**config.mk**
```make
export PLATFORM = sky130hd
export DESIGN_NAME = lcd_init_seq
export DESIGN_NICKNAME = d
export VERILOG_FILES = /design/src/rtl/lcd_init_seq.sv
export SDC_FILE = /design/constraint.sdc
export NUM_CORES = 1
export LEC_CHECK = 0
export BUFFER_PORTS_ARGS = -buffer_cell sky130_fd_sc_hd__buf_2
export CELL_PAD_IN_SITES_DETAIL_PLACEMENT = 0
export CELL_PAD_IN_SITES_GLOBAL_PLACEMENT = 2
export CORE_MARGIN = 2
export CORE_UTILIZATION = 37
export DETAILED_ROUTE_END_ITERATION = 6
export HOLD_SLACK_MARGIN = 0.06
export PLACE_DENSITY_LB_ADDON = 0.1
export SLEW_MARGIN = 20
export SYNTH_ARGS = -nofsm -noshare
export SYNTH_HDL_FRONTEND = slang
export SYNTH_SLANG_ARGS = --single-unit
export TNS_END_PERCENT = 100
```
**constraint.sdc**
```tcl
create_clock -name clk -period 3.9 [get_ports clk]
set_input_delay 0.78 -clock clk [delete_from_list [all_inputs] [get_ports clk]]
set_output_delay 0.78 -clock clk [all_outputs]
set_load 0.05 [all_outputs]
```
**src/rtl/lcd_init_seq.sv**
```systemverilog
module lcd_init_seq #(
  parameter int unsigned CLK_HZ    = 50_000_000,
  parameter int unsigned PWR_US    = 15_000,
  parameter int unsigned MID_US    = 4_100,
  parameter int unsigned SHORT_US  = 100,
  parameter logic [7:0]  FUNC_BYTE = 8'h28,
  parameter logic [7:0]  DISP_BYTE = 8'h08
) (
  input  logic       clk,
  input  logic       rst_n,
  input  logic       start,
  output logic       done,
  output logic       lcd_rs,
  output logic       nib_req,
  output logic [3:0] nib_data,
  input  logic       nib_ack,
  output logic       byte_req,
  output logic [7:0] byte_data,
  input  logic       byte_ack,
  output logic       poll_req,
  input  logic       poll_ack
);
  localparam longint unsigned PWR_CYC   = (64'(PWR_US)   * 64'(CLK_HZ) + 64'd999_999) / 64'd1_000_000;
  localparam longint unsigned MID_CYC   = (64'(MID_US)   * 64'(CLK_HZ) + 64'd999_999) / 64'd1_000_000;
  localparam longint unsigned SHORT_CYC = (64'(SHORT_US) * 64'(CLK_HZ) + 64'd999_999) / 64'd1_000_000;
  localparam longint unsigned MAX_CYC   = (PWR_CYC > MID_CYC) ? ((PWR_CYC > SHORT_CYC) ? PWR_CYC : SHORT_CYC)
                                                              : ((MID_CYC > SHORT_CYC) ? MID_CYC : SHORT_CYC);
  localparam int CW = $clog2(MAX_CYC + 1);
  localparam logic [3:0] WAKE_NIB = 4'h3;

  typedef enum logic [3:0] {
    S_PWR, S_N1, S_W1, S_N2, S_W2, S_N3, S_N4,
    S_P1, S_B1, S_P2, S_B2, S_P3, S_DONE
  } state_t;

  state_t        state;
  logic [CW-1:0] cnt;
  logic          cnt_zero;

  assign cnt_zero = (cnt == '0);

  always_ff @(posedge clk or negedge rst_n) begin
    if (!rst_n) begin
      state <= S_PWR;
      cnt   <= CW'(PWR_CYC - 1);
    end else begin
      case (state)
        S_PWR:  if (cnt_zero) state <= S_N1; else cnt <= cnt - 1'b1;
        S_N1:   if (nib_ack) begin state <= S_W1; cnt <= CW'(MID_CYC - 1); end
        S_W1:   if (cnt_zero) state <= S_N2; else cnt <= cnt - 1'b1;
        S_N2:   if (nib_ack) begin state <= S_W2; cnt <= CW'(SHORT_CYC - 1); end
        S_W2:   if (cnt_zero) state <= S_N3; else cnt <= cnt - 1'b1;
        S_N3:   if (nib_ack) state <= S_N4;
        S_N4:   if (nib_ack) state <= S_P1;
        S_P1:   if (poll_ack) state <= S_B1;
        S_B1:   if (byte_ack) state <= S_P2;
        S_P2:   if (poll_ack) state <= S_B2;
        S_B2:   if (byte_ack) state <= S_P3;
        S_P3:   if (poll_ack) state <= S_DONE;
        S_DONE: if (start) begin state <= S_PWR; cnt <= CW'(PWR_CYC - 1); end
        default: state <= S_PWR;
      endcase
    end
  end

  assign nib_req   = (state == S_N1) || (state == S_N2) || (state == S_N3) || (state == S_N4);
  assign nib_data  = (state == S_N4) ? FUNC_BYTE[7:4] : WAKE_NIB;
  assign byte_req  = (state == S_B1) || (state == S_B2);
  assign byte_data = (state == S_B1) ? FUNC_BYTE : DISP_BYTE;
  assign poll_req  = (state == S_P1) || (state == S_P2) || (state == S_P3);
  assign done      = (state == S_DONE);
  assign lcd_rs    = 1'b0;

  assert_single_req_R7: assert property (@(posedge clk) disable iff (!rst_n)
    $onehot0({nib_req, byte_req, poll_req}));
  assert_nib_hold_R7: assert property (@(posedge clk) disable iff (!rst_n)
    nib_req && !nib_ack |=> nib_req && $stable(nib_data));
  assert_byte_hold_R7: assert property (@(posedge clk) disable iff (!rst_n)
    byte_req && !byte_ack |=> byte_req && $stable(byte_data));
  assert_poll_hold_R7: assert property (@(posedge clk) disable iff (!rst_n)
    poll_req && !poll_ack |=> poll_req);
  assert_done_sticky_R8: assert property (@(posedge clk) disable iff (!rst_n)
    done && !start |=> done);
  assert_done_quiet_R8: assert property (@(posedge clk) disable iff (!rst_n)
    done |-> !(nib_req || byte_req || poll_req));
  assert_restart_R9: assert property (@(posedge clk) disable iff (!rst_n)
    done && start |=> !done && !nib_req);
  assert_final_poll_R5: assert property (@(posedge clk) disable iff (!rst_n)
    $rose(done) |-> $past(poll_req && poll_ack));
endmodule

```
### Yosys cells after proc, flatten, opt, wreduce, memory -nomap -nowiden

Index checks and enable logic that the tools add are counted.

| storage, ports and cells | value |
|---|---|
| logic and storage cells | 62 |
| input bits | 6 |
| bits in registers | 24 |
| output and inout port bits | 17 |

| operators by class | value |
|---|---|
| add/sub/neg operators | 1 |
| reductions and logical operators | 12 |
| muxes and demuxes | 21 |
| equal/unequal tests | 26 |

Operators by type and width:

| operator | count |
|---|---|
| 20-bit 2-to-1 mux | 4 |
| 20-bit one-hot mux with 4 select lines | 1 |
| 4-bit 2-to-1 mux | 13 |
| 4-bit one-hot mux with 13 select lines | 1 |
| 2-bit inequality test, second input constant | 14 |
| 4-bit equality test, second input constant | 5 |
| 20-bit zero test | 1 |
| 20-bit by 1-bit subtractor with 20-bit output, second input constant | 1 |
| 4-bit by 3-bit equality test with 1-bit output, second input constant | 4 |
| 13-bit AND reduction | 1 |
| 4-bit by 2-bit equality test with 1-bit output, second input constant | 2 |
| 1-bit logical OR | 6 |
| 6-bit 2-to-1 mux | 1 |
| 5-bit AND reduction | 1 |
| 4-bit by 1-bit equality test with 1-bit output, second input constant | 1 |
| 4-bit zero test | 1 |
| 4-bit nonzero test | 1 |
| 3-bit OR reduction | 1 |
| 1-bit 2-to-1 mux | 1 |

### Longest topological paths before layout

| depth | value |
|---|---|
| word-level depth | 4 |
| mapped depth | 9 |
| mapped depth without buffers | 7 |

### Least setup slack after synthesis

Ideal clock, no wire load.

| timing path | value |
|---|---|
| path type | flip-flop to output port |
| from | reg state[0] |
| to | out byte_data[5] |
| buffers on the path | 1 |
| stages on the path, launching flop included | 3 |
| data arrival time | 1.688 ns |
| slack | 1.432 ns |
| data required time | 3.120 ns |
| cell sequence | dfrtp_1 buf_4 nor3_1 |

| on the way | value |
|---|---|
| cells in the longest elaborated chain, start to end | 2 |

Ends and longest elaborated chain:

| what | RTL line | text |
|---|---|---|
| start, declared | 36 | `state_t state;` |
| start signal, assigned | 44 | `state <= S_PWR;` |
| start signal, assigned | 48 | `S_PWR: if (cnt_zero) state <= S_N1; else cnt <= cnt - 1'b1;` |
| start signal, assigned | 49 | `S_N1: if (nib_ack) begin state <= S_W1; cnt <= CW'(MID_CYC - 1); end` |
| 4-bit equality test | 69 | `assign byte_data = (state == S_B1) ? FUNC_BYTE : DISP_BYTE;` |
| 6-bit 2-to-1 mux | 69 |  |
| end, declared | 18 | `output logic [7:0] byte_data,` |

Every way passes these cells.

### Worst setup path in the final report

| timing path | value |
|---|---|
| from | reg cnt[11] |
| to | reg cnt[9] |

| on the way | value |
|---|---|
| cells in the longest elaborated chain, start to end | 3 |

Ends and longest elaborated chain:

| what | RTL line | text |
|---|---|---|
| start, declared | 37 | `logic [CW-1:0] cnt;` |
| start signal, assigned | 45 | `cnt <= CW'(PWR_CYC - 1);` |
| 20-bit zero test | 40 | `assign cnt_zero = (cnt == '0);` |
| 2-bit inequality test (no line) | -- |  |
| 5-bit AND reduction (no line) | -- |  |

Every way passes these cells.
A chain may end at the register's enable or synchronous reset.

==> results_dict.tcl <==
set metrics [dict create \
    design_area_mm2 0.00187 \
    rrSetupSlack_ns 1.35 \
    async_reset_ff_share_pct 100 \
    grt_pass1_wl_um 7320 \
    yosys.cell_types.count 52 \
    synth_warnings 0 \
    drc 0 \
    seq_area_frac_synth_pct 34.5 \
    initial_core_util_pct 38.1 \
    avgSynthCellArea_um2 8.50 \
    max_slew.worst_pin.slew_ns 0.851 \
    area_delta_synth_final_pct 4.84 \
    h-tree-depth 1 \
    cts-root-buf "clkbuf_8" \
    num_rows 25 \
    routed_via_density 5.94 \
    critical_path.max_fanout 17 \
    synth_ff_type "dfstp_2" \
    core-area_mm2 0.00469 \
    slew_viol_final 0 \
    routed_wl_um 4510 \
    rr_endpoint "cnt[9]" \
    clk_latency_ns 0.28 \
    place.gp.congestion 0.850 \
    fin_cells 267 \
    crit_arrival_ns 2.70 \
    cts_tree "yes" \
    die_x_um 73.5 \
    cts.sinks 24 \
    drtIter0Drc 133 \
    tns_ns 0 \
    worst_hold_slack_ns 0.484 \
    worst_slack_ns 1.35 \
    antenna_found_initial 0 \
    setup_viol 0 \
    fin_nets 222 \
    min_path_type "input pin to asynchronous set/reset pin" \
    postCtsSetupRepairBufs 0 \
    drive_gt1_share_pct 19.7 \
    grt-ovfl-total 0 \
    first_pass_iters 4 \
    portBuffers 11 \
    place_area_mm2 0.00180 \
    antenna_left 0 \
    first_global_vias 1447 \
    ys_seq_elements 24 \
    hold_viol_final 0 \
    num_io_pins 23 \
    slew_headroom_pct 42.9 \
    clock.fmax_mhz 392 \
    layout_commonest_cell "nor2_1" \
    die_area_mm2 0.00540 \
    grtUsageMet2_pct 26.7 \
    rsz0062_at_grt "no" \
    startpoint_type "register" \
    crit_required_ns 4.05 \
    placed_cells 263 \
    top_usage_layer "met2" \
    final_cell_mix "nor2_1, o31ai_1, a21oi_1" \
    grt_max_degree 25 \
    finalPower_mw 1.51 \
    path_class "register to register" \
    dp_slack_ns 1.38 \
    powerDensity_mw_per_mm2 809 \
    outcome "completed" \
    place_hpwl_um 3150 \
    r2r-start "cnt[11]" \
    synth_edf_count 0 \
    grt_usage_pct 17.4 \
    cp-end-kind "register" \
    met1_usage_pct 23.9 \
    vias 1586 \
    skew_ns 0.0121 \
    maxCapViolations 0 \
    use_met3_pct 2.61 \
    final_util_pct 39.9 \
    synth_area_mm2 0.00179 \
    netlist_instances 210 \
    fp.dieH_um 73.5 \
    diodes 0 \
    cts.repair.resized 0 \
    leakage_nw 0.742 \
    post-route-period-util_pct 65.4 \
    ctsHoldBuffers 0 \
    cts.clk_slew.worst_paths_ns 0.10 \
    r2r_cells 5 \
    cts_buffer_depth 2 \
    cts_buffers 3 \
    wl_per_cell_um 16.9 \
    ir_worst_vdd_mv 0.340 \
    period_needed_ns 2.55 \
]
[logic make-up after synthesis]
logic type | synth area share, %
flops | 34.5
simple gates | 24.8
other cells | 0.421
fa+ha+maj | 1.40
xor+xnor | 0.491
compound gates | 27.3
buf+inv | 11.1
[how the worst max path moves through the flow]
stage                     startpoint  cells after the start      endpoint  slack (ns)
final                        cnt[11]                      5        cnt[9]        1.35
after global routing         cnt[10]                      5        cnt[9]        1.27
after detailed placement     cnt[11]                      5        cnt[9]        1.38
after floorplan             state[0]                      2  byte_data[5]        1.43
after CTS                    cnt[11]                      5        cnt[9]        1.35
after global placement       cnt[10]                      5        cnt[9]        1.45
[synthesized netlist by cell type, drive strengths merged, types with 2 or more instances]
cell type,number,area share [%]
nor4,5,4.3
o22a,3,1.5
o31ai,21,8.8
nor2b,2,0.70
dfstp,13,19
inv,11,2.3
nor2,24,5.0
nand3,2,0.56
nand2,12,2.5
a21oi,14,3.9
a41oi,3,1.5
conb,2,0.42
ha,2,1.4
or2,2,0.84
o21ai,13,3.6
a31oi,3,1.1
clkbuf,2,0.42
buf,21,8.3
a22oi,2,0.84
or4,6,2.7
o21a,2,0.84
dfrtp,11,15
nand2b,3,1.1
nor3,10,3.1
or3,2,0.70
[per-layer routing]
metal / vias up / wire length, um
li1: 760 / -
met1: 787 / 2110
met2: 33 / 2180
met3: 6 / 154
met4: 0 / 64
met5: - / 0
[power breakdown]
part | internal [mW] | leakage, nW | total (mW) | switching, mW
Combinational | 0.267 | 0.427 | 0.781 | 0.513
Clock | 0.137 | 0.0357 | 0.229 | 0.0919
Sequential | 0.364 | 0.280 | 0.505 | 0.141
[area by class of cell]
type	count	area, um2
repair buffers	13	70.1
well taps	54	67.6
multi-input cells	161	1000
inverters	11	41.3
clock buffers	3	41.3
flip-flops and latches	24	617
fillers	494	2820
clock inverters	1	30.0
[state kept, by name, indices dropped and copies added, names as in the netlist]
register / count
cnt: 20
state: 4
[worst max-delay path: stages, from the launching register on]
cell     delay [ns]
dfrtp_1        0.42
or4_1          0.67
nor2_1         0.19
and4_1         0.67
or2_4          0.34
o21ai_0        0.12
Power figures use the tool's default switching activity.
